**config.mk**
```make
export PLATFORM = sky130hd
export DESIGN_NAME = smbus_regslave
export DESIGN_NICKNAME = d
export VERILOG_FILES = /design/src/rtl/smb_pkg.sv /design/src/rtl/smb_line_filter.sv /design/src/rtl/smb_bus_events.sv /design/src/rtl/smb_timeout.sv /design/src/rtl/smbus_regslave.sv
export SDC_FILE = /design/constraint.sdc
export NUM_CORES = 1
export LEC_CHECK = 0
export ABC_AREA = 1
export BUFFER_PORTS_ARGS = -buffer_cell sky130_fd_sc_hd__buf_2
export CAP_MARGIN = 25
export CELL_PAD_IN_SITES_DETAIL_PLACEMENT = 1
export CELL_PAD_IN_SITES_GLOBAL_PLACEMENT = 1
export CORE_MARGIN = 2
export CORE_UTILIZATION = 30
export DETAILED_ROUTE_END_ITERATION = 16
export HOLD_SLACK_MARGIN = 0.08
export PLACE_DENSITY_LB_ADDON = 0.1
export REMOVE_ABC_BUFFERS = 1
export SETUP_SLACK_MARGIN = 0.05
export SYNTH_ARGS = -nofsm -noshare
export SYNTH_HDL_FRONTEND = slang
export SYNTH_HIERARCHICAL = 1
export SYNTH_SLANG_ARGS = --single-unit
```
**constraint.sdc**
```tcl
create_clock -name clk -period 5.06 [get_ports clk]
set_input_delay 0.253 -clock clk [delete_from_list [all_inputs] [get_ports clk]]
set_output_delay 0.253 -clock clk [all_outputs]
set_load 0.02 [all_outputs]
```
**src/rtl/smb_pkg.sv**
```systemverilog
package smb_pkg;

    localparam logic [3:0] SMB_PREAMBLE = 4'b0011;
    localparam int         SMB_WORD_W   = 16;

    typedef enum logic [3:0] {
        ST_IDLE,
        ST_RX_ADDR,
        ST_ACK_ADDR,
        ST_RX_PTR,
        ST_ACK_PTR,
        ST_RX_MSB,
        ST_ACK_MSB,
        ST_RX_LSB,
        ST_ACK_LSB,
        ST_HOLD,
        ST_TX_BYTE,
        ST_TX_ACK
    } smb_state_t;

    typedef struct packed {
        logic start;
        logic stop;
        logic rise;
        logic fall;
    } smb_evt_t;

endpackage

```
**src/rtl/smb_line_filter.sv**
```systemverilog
module smb_line_filter #(
    parameter int   MAJ_TAPS = 3,
    parameter logic RST_VAL  = 1'b1
) (
    input  logic clk,
    input  logic rst_n,
    input  logic line_i,
    output logic line_o
);
    localparam int CNT_W  = $clog2(MAJ_TAPS + 1);
    localparam int THRESH = MAJ_TAPS / 2 + 1;

    logic [1:0]          sync_q;
    logic [MAJ_TAPS-1:0] hist_q;
    logic [CNT_W-1:0]    ones;

    always_comb begin
        ones = '0;
        for (int i = 0; i < MAJ_TAPS; i++) begin
            ones = ones + CNT_W'(hist_q[i]);
        end
    end

    always_ff @(posedge clk or negedge rst_n) begin
        if (!rst_n) begin
            sync_q <= {2{RST_VAL}};
            hist_q <= {MAJ_TAPS{RST_VAL}};
            line_o <= RST_VAL;
        end else begin
            sync_q <= {sync_q[0], line_i};
            hist_q <= {hist_q[MAJ_TAPS-2:0], sync_q[1]};
            line_o <= (ones >= CNT_W'(THRESH));
        end
    end
endmodule

```
**src/rtl/smb_bus_events.sv**
```systemverilog
module smb_bus_events
    import smb_pkg::*;
(
    input  logic     clk,
    input  logic     rst_n,
    input  logic     scl_f,
    input  logic     sda_f,
    output smb_evt_t evt
);
    logic scl_q;
    logic sda_q;

    always_ff @(posedge clk or negedge rst_n) begin
        if (!rst_n) begin
            scl_q <= 1'b1;
            sda_q <= 1'b1;
        end else begin
            scl_q <= scl_f;
            sda_q <= sda_f;
        end
    end

    always_comb begin
        evt.start = scl_f & scl_q & sda_q & ~sda_f;
        evt.stop  = scl_f & scl_q & ~sda_q & sda_f;
        evt.rise  = scl_f & ~scl_q;
        evt.fall  = ~scl_f & scl_q;
    end
endmodule

```
**src/rtl/smb_timeout.sv**
```systemverilog
module smb_timeout #(
    parameter int LIMIT = 3_000_000
) (
    input  logic clk,
    input  logic rst_n,
    input  logic armed,
    input  logic scl_f,
    input  logic scl_fall,
    output logic tmo
);
    localparam int CW = $clog2(LIMIT + 1);
    localparam logic [CW-1:0] LAST = CW'(LIMIT - 1);

    logic [CW-1:0] cnt_q;

    always_ff @(posedge clk or negedge rst_n) begin
        if (!rst_n) begin
            cnt_q <= '0;
        end else if (!armed || scl_f || scl_fall) begin
            cnt_q <= '0;
        end else if (cnt_q != CW'(LIMIT)) begin
            cnt_q <= cnt_q + CW'(1);
        end
    end

    assign tmo = armed & ~scl_f & (cnt_q == LAST);
endmodule

```
**src/rtl/smbus_regslave.sv**
```systemverilog
module smbus_regslave
    import smb_pkg::*;
#(
    parameter int  NREG        = 8,
    parameter int  MAJ_TAPS    = 3,
    parameter int  TIMEOUT_CYC = 3_000_000,
    localparam int ADDR_W      = $clog2(NREG)
) (
    input  logic                  clk,
    input  logic                  rst_n,
    input  logic                  scl_i,
    input  logic                  sda_i,
    input  logic [2:0]            strap_i,
    output logic                  sda_oe,
    output logic [ADDR_W-1:0]     reg_addr,
    output logic [SMB_WORD_W-1:0] reg_wdata,
    output logic                  reg_we,
    input  logic [SMB_WORD_W-1:0] reg_rdata
);
    localparam logic [7:0] NREG_B = 8'(NREG);

    logic [1:0] raw_lines;
    logic [1:0] filt_lines;
    logic       scl_f;
    logic       sda_f;
    smb_evt_t   evt;
    logic       tmo;

    smb_state_t            state;
    logic [3:0]            bit_cnt;
    logic [7:0]            rx_sh;
    logic [7:0]            tx_sh;
    logic [SMB_WORD_W-1:0] tx_word;
    logic                  tx_lsb;
    logic                  mack;
    logic                  is_read;
    logic [7:0]            ptr;
    logic [7:0]            wr_msb;
    logic [7:0]            wr_lsb;
    logic                  wr_pend;
    logic                  busy;
    logic                  we_q;
    logic                  ptr_rsvd;
    logic [SMB_WORD_W-1:0] rd_word;
    logic                  addr_hit;

    assign raw_lines = {sda_i, scl_i};

    for (genvar g = 0; g < 2; g++) begin : g_filt
        smb_line_filter #(.MAJ_TAPS(MAJ_TAPS), .RST_VAL(1'b1)) i_filt (
            .clk    (clk),
            .rst_n  (rst_n),
            .line_i (raw_lines[g]),
            .line_o (filt_lines[g])
        );
    end

    assign scl_f = filt_lines[0];
    assign sda_f = filt_lines[1];

    smb_bus_events i_evt (
        .clk   (clk),
        .rst_n (rst_n),
        .scl_f (scl_f),
        .sda_f (sda_f),
        .evt   (evt)
    );

    smb_timeout #(.LIMIT(TIMEOUT_CYC)) i_tmo (
        .clk      (clk),
        .rst_n    (rst_n),
        .armed    (busy),
        .scl_f    (scl_f),
        .scl_fall (evt.fall),
        .tmo      (tmo)
    );

    assign ptr_rsvd = (ptr >= NREG_B);
    assign rd_word  = ptr_rsvd ? '0 : reg_rdata;
    assign addr_hit = (rx_sh[7:1] == {SMB_PREAMBLE, strap_i});

    // State register and datapath
    always_ff @(posedge clk or negedge rst_n) begin
        if (!rst_n) begin
            state   <= ST_IDLE;
            bit_cnt <= '0;
            rx_sh   <= '0;
            tx_sh   <= '0;
            tx_word <= '0;
            tx_lsb  <= 1'b0;
            mack    <= 1'b0;
            is_read <= 1'b0;
            ptr     <= '0;
            wr_msb  <= '0;
            wr_lsb  <= '0;
            wr_pend <= 1'b0;
            busy    <= 1'b0;
            we_q    <= 1'b0;
        end else begin
            we_q <= 1'b0;
            if (tmo) begin
                state   <= ST_IDLE;
                busy    <= 1'b0;
                wr_pend <= 1'b0;
                bit_cnt <= '0;
            end else if (evt.stop) begin
                state   <= ST_IDLE;
                busy    <= 1'b0;
                wr_pend <= 1'b0;
                bit_cnt <= '0;
                if (wr_pend && !ptr_rsvd) begin
                    we_q <= 1'b1;
                end
            end else if (evt.start) begin
                state   <= ST_RX_ADDR;
                busy    <= 1'b1;
                wr_pend <= 1'b0;
                bit_cnt <= '0;
            end else begin
                unique case (state)
                    ST_IDLE, ST_HOLD: begin
                    end
                    ST_RX_ADDR, ST_RX_PTR, ST_RX_MSB, ST_RX_LSB: begin
                        if (evt.rise) begin
                            rx_sh   <= {rx_sh[6:0], sda_f};
                            bit_cnt <= bit_cnt + 4'd1;
                        end else if (evt.fall && bit_cnt == 4'd8) begin
                            bit_cnt <= '0;
                            if (state == ST_RX_ADDR) begin
                                if (addr_hit) begin
                                    is_read <= rx_sh[0];
                                    state   <= ST_ACK_ADDR;
                                end else begin
                                    state   <= ST_IDLE;
                                end
                            end else if (state == ST_RX_PTR) begin
                                ptr   <= rx_sh;
                                state <= ST_ACK_PTR;
                            end else if (state == ST_RX_MSB) begin
                                wr_msb <= rx_sh;
                                state  <= ST_ACK_MSB;
                            end else begin
                                wr_lsb <= rx_sh;
                                state  <= ST_ACK_LSB;
                            end
                        end
                    end
                    ST_ACK_ADDR: begin
                        if (evt.fall) begin
                            if (is_read) begin
                                tx_word <= rd_word;
                                tx_sh   <= rd_word[15:8];
                                tx_lsb  <= 1'b0;
                                bit_cnt <= '0;
                                state   <= ST_TX_BYTE;
                            end else begin
                                state   <= ST_RX_PTR;
                            end
                        end
                    end
                    ST_ACK_PTR: begin
                        if (evt.fall) state <= ST_RX_MSB;
                    end
                    ST_ACK_MSB: begin
                        if (evt.fall) state <= ST_RX_LSB;
                    end
                    ST_ACK_LSB: begin
                        if (evt.fall) begin
                            wr_pend <= 1'b1;
                            state   <= ST_HOLD;
                        end
                    end
                    ST_TX_BYTE: begin
                        if (evt.rise) begin
                            bit_cnt <= bit_cnt + 4'd1;
                        end else if (evt.fall) begin
                            if (bit_cnt == 4'd8) begin
                                bit_cnt <= '0;
                                state   <= ST_TX_ACK;
                            end else begin
                                tx_sh <= {tx_sh[6:0], 1'b0};
                            end
                        end
                    end
                    ST_TX_ACK: begin
                        if (evt.rise) begin
                            mack <= ~sda_f;
                        end else if (evt.fall) begin
                            if (mack) begin
                                tx_sh  <= tx_lsb ? tx_word[15:8] : tx_word[7:0];
                                tx_lsb <= ~tx_lsb;
                                state  <= ST_TX_BYTE;
                            end else begin
                                state  <= ST_HOLD;
                            end
                        end
                    end
                    default: state <= ST_IDLE;
                endcase
            end
        end
    end

    // Outputs
    always_comb begin
        unique case (state)
            ST_ACK_ADDR, ST_ACK_PTR, ST_ACK_MSB, ST_ACK_LSB: sda_oe = 1'b1;
            ST_TX_BYTE:                                      sda_oe = ~tx_sh[7];
            default:                                         sda_oe = 1'b0;
        endcase
        reg_addr  = ptr[ADDR_W-1:0];
        reg_wdata = {wr_msb, wr_lsb};
        reg_we    = we_q;
    end

    AST_WE_AFTER_STOP: assert property (@(posedge clk) disable iff (!rst_n)
        reg_we |-> $past(evt.stop));
    AST_WE_SINGLE: assert property (@(posedge clk) disable iff (!rst_n)
        reg_we |=> !reg_we);
    AST_WE_NOT_RSVD: assert property (@(posedge clk) disable iff (!rst_n)
        reg_we |-> !ptr_rsvd);
    AST_TMO_RELEASE: assert property (@(posedge clk) disable iff (!rst_n)
        tmo |=> !sda_oe);
    AST_DRIVE_ON_LOW: assert property (@(posedge clk) disable iff (!rst_n)
        (sda_oe && !$past(sda_oe)) |-> !scl_f);
    AST_ACK_ONLY_MATCH: assert property (@(posedge clk) disable iff (!rst_n)
        (state == ST_ACK_ADDR) |-> addr_hit);
endmodule

```
==> results.yml, run 1 <==
power_and_ir_drop:
  p_leak_nw: 2.89
  irDropWorstVdd_v: 0.000166
  power.density_mw_per_mm2: 344
cts:
  cts_tree: "yes"
  cts_num_sinks: 106
  ctsResizeCount: 0
  cts_max_level: 3
  clk_pin_slew_ps: 80
  cts-buffers-inserted: 9
  clk_path_buf_depth: 2
  root_buffer: "clkbuf_16"
  clk_latency_ps: 360
timing:
  rsz0062_at_grt: "no"
  min_period_over_period_pct: 51.8
  max_slew_margin_pct: 44.8
  max_freq_ghz: 0.382
  finalSetupTns_ps: 0
  skew_ps: 9.68
  setup_viol: 0
  finalHoldViolCount: 0
  layout_setup_ws_ps: 2440
  tightestPinTransition_ps: 828
  drv_slew: 0
  min_period_ps: 2620
synth:
  netlist_area_sq_mm: 0.00549
  synth-edff-count: 0
  yosys_register_bits: 106
  ys_types: 41
  synth-main-ff-cell: "dfrtp_1"
  synthCells: 698
  synth_area_per_cell_sq_um: 7.86
  ys_seq_area_share_pct: 48.7
  yosysWarnings: 6
  ys_async_sr_fraction_pct: 100
global_routing:
  overflow: 0
  grt_max_degree: 60
  grt_pass1_wl_um: 24400
  grt_antenna_before_repair: 0
  grt_usage_pct: 15.6
  grt_pass1_vias: 4793
routing:
  detail-route-antenna-nets: 0
  vias: 4579
  totalWireLength_um: 14300
  drc: 0
  via_per_inst: 4.71
  dr.pass1.iters: 4
  wire_per_inst_um: 14.7
  drtIter0Drc: 233
setup_path:
  r2r_cells: 13
  start_kind: "flop"
  crit_arrival_ps: 2900
  endpoint_kind: "flop"
  cp.required_ps: 5340
  crit_fanout: 16
  worstSetupPathType: "flop to flop"
final_layout:
  syn2layout_area_growth_pct: 13.1
  layout-drive-gt1-share_pct: 16.3
  most-common-layout-cells: "187 x nand2_1, 92 x dfrtp_1, 83 x inv_1"
  num_antenna_cells: 0
  fin_nets: 768
  mostFrequentLayoutCell: "nand2_1"
  fillerInstances: 2174
placed_design:
  port_buffers: 43
  dp_slack_ps: 2070
  place_congestion: 0.839
  hpwlAfterDp_um: 10400
floorplan:
  chipHeight_um: 139
  die-area_sq_mm: 0.0194
  row_count: 49
  coreArea_sq_mm: 0.0180
  pin_count: 44
  dieWidth_um: 139
  start_util_pct: 30.5
hold_path:
  hold_path_class: "input port to flop"
  min_delay_path_depth: 3
outcome:
  outcome: "finished clean"
run:
  maxCapViolations: 0
[critical path, cell delays in order (launching register included)]
cell and delay (ps):
dfrtp_1 430, ha_1 260, nand3_2 130, nor2_4 70, nand3_1 70, nor3_1 70
inv_1 90, nand3_2 150, inv_1 220, nand2_1 140, nor2_2 490, buf_6 240
nand3_1 90, o21ai_0 90
[state kept, by name, indices dropped and copies added, names as in the netlist]
signal and flops:
is_read 1, wr_lsb 8, g_filt.i_filt/hist_q 6, g_filt.i_filt/sync_q 4, i_tmo/cnt_q 22, tx_lsb 1
wr_pend 1, busy 1, ptr 8, reg_we 1, mack 1, bit_cnt 4
wr_msb 8, tx_word 16, rx_sh 8, i_evt/scl_q 1, state 4, i_evt/sda_q 1
tx_sh 8, g_filt.i_filt/line_o 2
[area by class of cell]
type / count / area [sq um] / share of cell area (%)
sequential: 106 / 2670 / 43.0
multi-input combinational: 482 / 2330 / 37.5
tap: 229 / 287 / 4.62
clock inverter: 7 / 80.1 / 1.29
clock buffer: 9 / 225 / 3.63
timing repair buffer: 49 / 274 / 4.42
inverter: 91 / 343 / 5.52
[cell families after synthesis]
family	after synthesis	synth area share [%]
mux	2	0.410
fa+ha+maj	6	1.37
buf+inv	110	8.92
compound gates	99	9.51
xor+xnor	2	0.319
flops	106	48.7
simple gates	373	30.8
[layer usage]
metal	GRT usage [%]	routed length (um)	vias up
met2	25.6	6670	61
met3	2.20	348	10
met1	21.3	7070	2222
met4	4.94	185	0
li1	-	-	2286
met5	0	0	-
[cells in the mapped netlist (2+ instances only)]
library cell / instances / area [sq um]
nand2_1: 187 / 702
ha_1: 6 / 75.1
o21ai_0: 51 / 255
clkbuf_1: 4 / 15.0
dfstp_2: 14 / 368
or2_2: 2 / 12.5
buf_2: 4 / 20.0
a21oi_1: 20 / 100
nor3_1: 9 / 45.0
o211ai_1: 2 / 15.0
inv_1: 83 / 312
nand2_8: 2 / 40.0
inv_2: 6 / 22.5
nor2_2: 8 / 50.1
nor2_1: 78 / 293
nor2_4: 4 / 45.0
nand4_1: 11 / 68.8
o21ai_1: 21 / 105
buf_4: 5 / 37.5
buf_6: 3 / 33.8
nand3_2: 4 / 40.0
xor2_1: 2 / 17.5
mux2_1: 2 / 22.5
nand2_4: 2 / 22.5
nand3_1: 50 / 250
nand2_2: 12 / 75.1
dfrtp_1: 92 / 2300
[metrics by stage]
stage	hold WS, ps	power (mW)	cell area [sq um]	util (%)	cells
global placement	347	1.41	5860	32.6	953
CTS	120	2.18	6190	34.5	972
finish	129	2.13	6210	34.5	973
floorplan	-42.6	1.30	5340	-	679
detailed placement	348	1.43	5860	32.6	953
global route	140	2.29	6210	34.5	973
[repair_timing]
item                                   in CTS  in global routing
hold buffers                                3                  0
endpoints found under the hold margin      60                  0
setup buffers                               0                  0
[final timing paths]
path | start | to | slack [ps]
min reg2reg | g_filt[1].i_filt/sync_q[0] | g_filt[1].i_filt/sync_q[1] | 360
max | i_tmo/cnt_q[0] | tx_word[2] | 2440
min in group asynchronous | rst_n | tx_word[6] | 510
min | reg_rdata[1] | tx_word[1] | 130
max reg2reg | i_tmo/cnt_q[0] | tx_word[2] | 2440
max in group asynchronous | rst_n | i_tmo/cnt_q[2] | 3350
[report_power, final]
part / internal, mW / switching [mW] / total [mW]
Clock: 0.353 / 0.371 / 0.724
Combinational: 0.118 / 0.240 / 0.358
Sequential: 0.977 / 0.0722 / 1.05
Total: 1.45 / 0.683 / 2.13
(Power assumes the default switching activity.)
==> run 2: changes to the inputs <==
--- a/config.mk
+++ b/config.mk
@@ -5,7 +5,7 @@
 export SDC_FILE = /design/constraint.sdc
 export NUM_CORES = 1
 export LEC_CHECK = 0
-export ABC_AREA = 1
+export ABC_AREA = 0
 export BUFFER_PORTS_ARGS = -buffer_cell sky130_fd_sc_hd__buf_2
 export CAP_MARGIN = 25
 export CELL_PAD_IN_SITES_DETAIL_PLACEMENT = 1
==> constraint.sdc (replaced) <==
create_clock -name clk -period 2.3 [get_ports clk]
set_input_delay 0.115 -clock clk [delete_from_list [all_inputs] [get_ports clk]]
set_output_delay 0.115 -clock clk [all_outputs]
set_load 0.02 [all_outputs]
==> run 2 against run 1 <==
Routed wire length shrank 2.5%. Maximum frequency grew 2.9%. Sequential cell count unchanged. Highest routed layer unchanged. First-iteration DRC count down 43%. Combinational power grew 140%. Worst hold slack better by 140 ps. Largest power group unchanged. Synthesized cell count shrank 30%. Sequential share of layout area is 4.6 points lower. The flow now finishes with violations (setup timing). Cell count decreased by 13%. Clock power is 120% higher. Synthesized area is 5.1% lower. Count of clock-buffer cells in the layout unchanged.
==> results.yml, run 2 <==
outcome:
  outcome: "finished, violations left"
  violations: "setup timing"
placed_design:
  dpl.cell_count: 791
  place_congestion: 0.738
  hpwlAfterDp_um: 9130
  port_buffers: 43
routing:
  drc: 0
  vias: 4140
  drtIter0Drc: 133
  totalWireLength_um: 13900
  wire_per_inst_um: 16.5
  dr.pass1.iters: 4
  detail-route-antenna-nets: 0
  via_per_inst: 4.92
global_routing:
  overflow: 0
  grt_pass1_wl_um: 22600
  grt_usage_pct: 15.5
  grt_pass1_vias: 4414
  grt_antenna_before_repair: 0
  grt_max_degree: 46
setup_path:
  cpPeakStageDelay_ps: 530
  rrSetupSlack_ps: -250
  crit_chain: "or4b_1 -> or4_4 -> nor3_4 -> buf_6 -> nor3_4 -> o31ai_4 -> nor4_2 -> nand2_2 -> buf_12 -> mux2_4"
  start_kind: "flop"
  endpoint_kind: "flop"
  cp.required_ps: 2540
  crit_family: "simple AND/OR/NAND/NOR gates"
  worstSetupPathDepth: 10
  crit_path_top_delay_cell: "or4b_1"
  crit_fanout: 5
  critPathMostFrequentCell: "nor3_4"
  crit_buf_inv: 2
  crit_arrival_ps: 2790
  worstSetupPathType: "flop to flop"
  r2r_cells: 10
timing:
  tightestPinTransition_ps: 627
  whs_ps: 268
  skew_ps: 10.9
  drv_slew: 0
  min_period_over_period_pct: 111
  min_period_ps: 2550
  max_freq_ghz: 0.393
  rsz0062_at_grt: "yes"
  finalSetupTns_ps: -12360
  finalHoldViolCount: 0
  setup_viol: 66
  layout_setup_ws_ps: -246
  max_slew_margin_pct: 58.2
final_layout:
  top_regs: "i_tmo/cnt_q (22), tx_word (16)"
  largest_reg_flops: 22
  fin_nets: 641
  layout-drive-gt1-share_pct: 36.3
  most-common-layout-cells: "92 x dfrtp_1, 60 x buf_4, 56 x nand2_1"
  largest-register: "i_tmo/cnt_q"
  final-seq-area_sq_mm: 0.00267
  syn2layout_area_growth_pct: 33.4
  num_antenna_cells: 0
  fillerInstances: 1914
  mostFrequentLayoutCell: "dfrtp_1"
  multi_input_area_sq_mm: 0.00255
  finalNonFillerCells: 842
power_and_ir_drop:
  irDropWorstVdd_v: 0.000390
  p_clk_share_pct: 34.1
  seqPwrFrac_pct: 47.0
  p_sw_share_pct: 29.8
  comb_power_share_pct: 18.8
  p_leak_nw: 3.21
  internal-power_mw: 3.20
  p_switching_mw: 1.36
  power.density_mw_per_mm2: 656
synth:
  netlist_area_sq_mm: 0.00521
  ys_top_cells_by_area: "dfrtp_1 44%, mux2_2 9.1%, dfstp_2 7.1%"
  post-synth-top-count-cell: "dfrtp_1"
  ys_types: 57
  synth-edff-count: 0
  yosys-top-cells-count: "92 x dfrtp_1, 57 x nand2_1, 42 x mux2_2, 42 x o21ai_0, 25 x nor2_1"
  synthCells: 491
  synth.top_cell.area_share_pct: 44.2
  synth_area_leader_cell: "dfrtp_1"
  synth_area_per_cell_sq_um: 10.6
  yosys_register_bits: 106
  ys_async_sr_fraction_pct: 100
  yosysWarnings: 6
  ys_seq_area_share_pct: 51.3
  synth-main-ff-cell: "dfrtp_1"
cts:
  cts_tree: "yes"
  cts_max_level: 3
  cts_num_sinks: 106
  clk_path_buf_depth: 2
  cts-buffers-inserted: 9
  clk_latency_ps: 360
  root_buffer: "clkbuf_16"
  clk_pin_slew_ps: 80
floorplan:
  dieWidth_um: 136
  die-area_sq_mm: 0.0184
  chipHeight_um: 136
  row_count: 48
  start_util_pct: 30.4
  pin_count: 44
  coreArea_sq_mm: 0.0171
run:
  maxCapViolations: 0
hold_path:
  hold_path_class: "input port to asynchronous set/reset pin"
## run 2: timing repair
action                                  4_1_cts  5_1_grt
buffers inserted                             13        5
cloned                                        0        3
hold endpoints to repair                     49        0
endpoints found under the setup margin       68       67
gates resized for setup                      42       11
hold buffers                                 19        0
pin swaps                                    15        5
## run 2: cell families after synthesis
kind of cell             after synthesis  synth area share (%)
flip-flops                           106                  51.3
buffers and inverters                 37                  3.19
AO/OA/AOI/OAI                         86                  9.61
adder cells (fa/ha/maj)                6                  1.44
multiplexers                          55                  11.6
XOR/XNOR                              16                  2.69
AND/OR/NAND/NOR                      185                  20.2
## run 2: layout make-up
class                      count  share of cell area [%]
clock inverter                 7                   0.972
sequential                   106                    38.4
clock buffer                   9                    3.24
timing repair buffer         138                    16.1
multi-input combinational    348                    36.7
inverter                       9                   0.486
tap                          225                    4.05
## run 2: stage by stage
stage                     total power [mW]  util [%]  cell area [sq um]  worst slack, ps
final                                 4.56      40.6               6950             -246
after global routing                  4.80      40.6               6950             -339
after CTS                             4.60      39.8               6810             -221
after detailed placement              2.89      35.5               6080             -443
after global placement                2.86      35.5               6080             -426
after floorplan                       2.55         -               5080             -913
## run 2: path summary, 6_finish.rpt
path	from	endpoint
worst max register to register	i_tmo/cnt_q[12]	tx_sh[5]
worst min-delay path	rst_n	i_tmo/cnt_q[5]
min in group clk	strap_i[0]	is_read
max in group asynchronous	rst_n	i_evt/scl_q
worst min register to register	g_filt[0].i_filt/sync_q[0]	g_filt[0].i_filt/sync_q[1]
worst max-delay path	i_tmo/cnt_q[12]	tx_sh[5]
## run 2: per-layer routing
layer / vias to the layer above / GRT usage, % / part of all wire [%]
met4: 0 / 4.92 / 1.4
li1: 1999 / - / -
met3: 13 / 2.36 / 2.0
met1: 2087 / 20.9 / 48
met2: 41 / 25.8 / 48
met5: - / 0 / 0
## run 2: power by group through the flow
stage	logic (mW)	registers [mW]	clock network (mW)
5_1_grt	0.946	2.17	1.69
6_report	0.858	2.14	1.56
3_5_place_dp	0.715	2.17	0
3_3_place_gp	0.688	2.17	0
2_1_floorplan	0.369	2.18	0
4_1_cts	0.846	2.14	1.61
==> run 3: changes to the inputs <==
==> constraint.sdc (replaced) <==
create_clock -name clk -period 2.63 [get_ports clk]
set_input_delay 0.1315 -clock clk [delete_from_list [all_inputs] [get_ports clk]]
set_output_delay 0.1315 -clock clk [all_outputs]
set_load 0.02 [all_outputs]
==> run 3 against run 2 <==
The flow now finishes without violations. Cell count is 3.8% lower. Highest routed layer unchanged. Sequential cell count stayed put. Critical path depth stayed put. Clock skew is 4.1 ps lower. Worst hold slack better by 53 ps. Critical endpoint is now wr_lsb[7]. Die area stayed put. Clock power is 13% lower. Core utilization is 2.6 points lower. Count of clock-buffer cells in the layout stayed put. Power is 15% lower. First-iteration DRC count is 6.0% lower. Largest power group unchanged.
==> results.yml, run 3 (synthesized netlist as in run 2, its figures left out) <==
timing:
  min_period_over_period_pct: 96.4
  rsz0062_at_grt: "yes"
  max_slew_margin_pct: 46.4
  skew_ps: 6.74
  drv_slew: 0
  finalHoldViolCount: 0
  tightestPinTransition_ps: 797
  finalSetupTns_ps: 0
  setup_viol: 0
  layout_setup_ws_ps: 95.0
  max_freq_ghz: 0.394
  min_period_ps: 2530
floorplan:
  dieWidth_um: 136
  die-area_sq_mm: 0.0184
  pin_count: 44
  chipHeight_um: 136
  row_count: 48
  start_util_pct: 30.4
  coreArea_sq_mm: 0.0171
placed_design:
  port_buffers: 43
  hpwlAfterDp_um: 8690
  dpl.cell_count: 771
  dp_slack_ps: -174
  place_congestion: 0.738
global_routing:
  grt_antenna_before_repair: 0
  grt_pass1_vias: 4293
  grt_usage_pct: 15.3
  grt_max_degree: 67
  grt_pass1_wl_um: 22300
  overflow: 0
cts:
  cts_max_level: 3
  clk_latency_ps: 350
  cts_num_sinks: 106
  cts_tree: "yes"
  root_buffer: "clkbuf_16"
  clk_path_buf_depth: 2
  cts-buffers-inserted: 9
  clk_pin_slew_ps: 80
power_and_ir_drop:
  power.density_mw_per_mm2: 593
  p_leak_nw: 2.94
  irDropWorstVdd_v: 0.000291
setup_path:
  cp.required_ps: 2870
  worstSetupPathType: "flop to flop"
  r2r_cells: 10
  rrSetupSlack_ps: 100
  critPathLaunch: "i_tmo/cnt_q[12]"
  start_kind: "flop"
  r2r-end: "wr_lsb[7]"
  crit_fanout: 8
  worstReg2RegStart: "i_tmo/cnt_q[12]"
  endpoint_kind: "flop"
  crit_arrival_ps: 2780
final_layout:
  mostFrequentLayoutCell: "dfrtp_1"
  fillerInstances: 1940
  fin_nets: 609
  syn2layout_area_growth_pct: 24.9
  top_regs: "i_tmo/cnt_q (22), tx_word (16)"
  largest-register: "i_tmo/cnt_q"
  finalNonFillerCells: 810
  most-common-layout-cells: "92 x dfrtp_1, 56 x nand2_1, 42 x buf_2"
  largest_reg_flops: 22
  layout-drive-gt1-share_pct: 30.4
  num_antenna_cells: 0
routing:
  via_per_inst: 4.85
  drtIter0Drc: 125
  vias: 3932
  detail-route-antenna-nets: 0
  drc: 0
  totalWireLength_um: 12900
  wl_met3_um: 307
  wire_per_inst_um: 15.9
  wl_met1_um: 6330
  wl_met2_um: 6040
  dr.max_layer_used: "met4"
  dr.pass1.iters: 4
run:
  maxCapViolations: 0
outcome:
  outcome: "finished clean"
hold_path:
  hold_path_class: "input port to asynchronous set/reset pin"
==> run 3: repair_timing <==
action,in CTS,in global routing
setup buffers,2,2
gates resized for setup,9,4
hold buffers,19,0
hold endpoints to repair,58,0
pin swaps,5,1
setup endpoints to repair,64,19
==> run 3: power breakdown <==
group / internal, mW / leakage (nW) / switching, mW / total (mW)
clock network: 0.673 / 0.147 / 0.687 / 1.36
registers: 1.76 / 1.32 / 0.113 / 1.88
logic: 0.288 / 1.47 / 0.336 / 0.624
==> run 3: worst max path at each step <==
stage                 end  slack [ps]
2_1_floorplan  tx_word[0]        -580
6_report        wr_lsb[7]         100
3_5_place_dp     tx_sh[4]        -170
3_3_place_gp     tx_sh[5]         -90
5_1_grt         wr_msb[4]          10
4_1_cts           is_read          80
==> run 3: worst max-delay path, stage by stage, from the launching register on <==
cell and delay, ps:
dfrtp_1 380, or4b_1 520, or4_4 440, nor3_2 120, buf_4 150, nor3_4 60, nand3_4 130, buf_4 120
nor3_2 30, buf_4 190, mux2_2 280
==> run 3: cell type report <==
type                       instances  area, sq um  share of cell area, %
sequential                       106         2670                   41.0
multi-input combinational        348         2420                   37.3
timing repair buffer             106          801                   12.3
tap                              225          282                   4.33
clock buffer                       9          225                   3.46
clock inverter                     7         70.1                   1.08
inverter                           9         33.8                  0.519
==> run 3: metrics by stage <==
| step | power (mW) | hold slack, ps | utilization (%) | cell area, sq um |
|---|---|---|---|---|
| 2_1_floorplan | 2.23 | -164 | - | 5080 |
| 3_3_place_gp | 2.46 | 184 | 34.6 | 5930 |
| 3_5_place_dp | 2.48 | 190 | 34.6 | 5930 |
| 4_1_cts | 3.93 | 345 | 37.8 | 6480 |
| 5_1_grt | 4.08 | 364 | 38.0 | 6500 |
| 6_report | 3.86 | 321 | 38.0 | 6500 |
==> run 3: metal layers <==
metal  global-route usage [%]  vias to the layer above
li1                         -                     1930
met1                     21.4                     1952
met2                     24.1                       39
met3                     2.36                       11
met4                     5.50                        0
met5                        0                        -
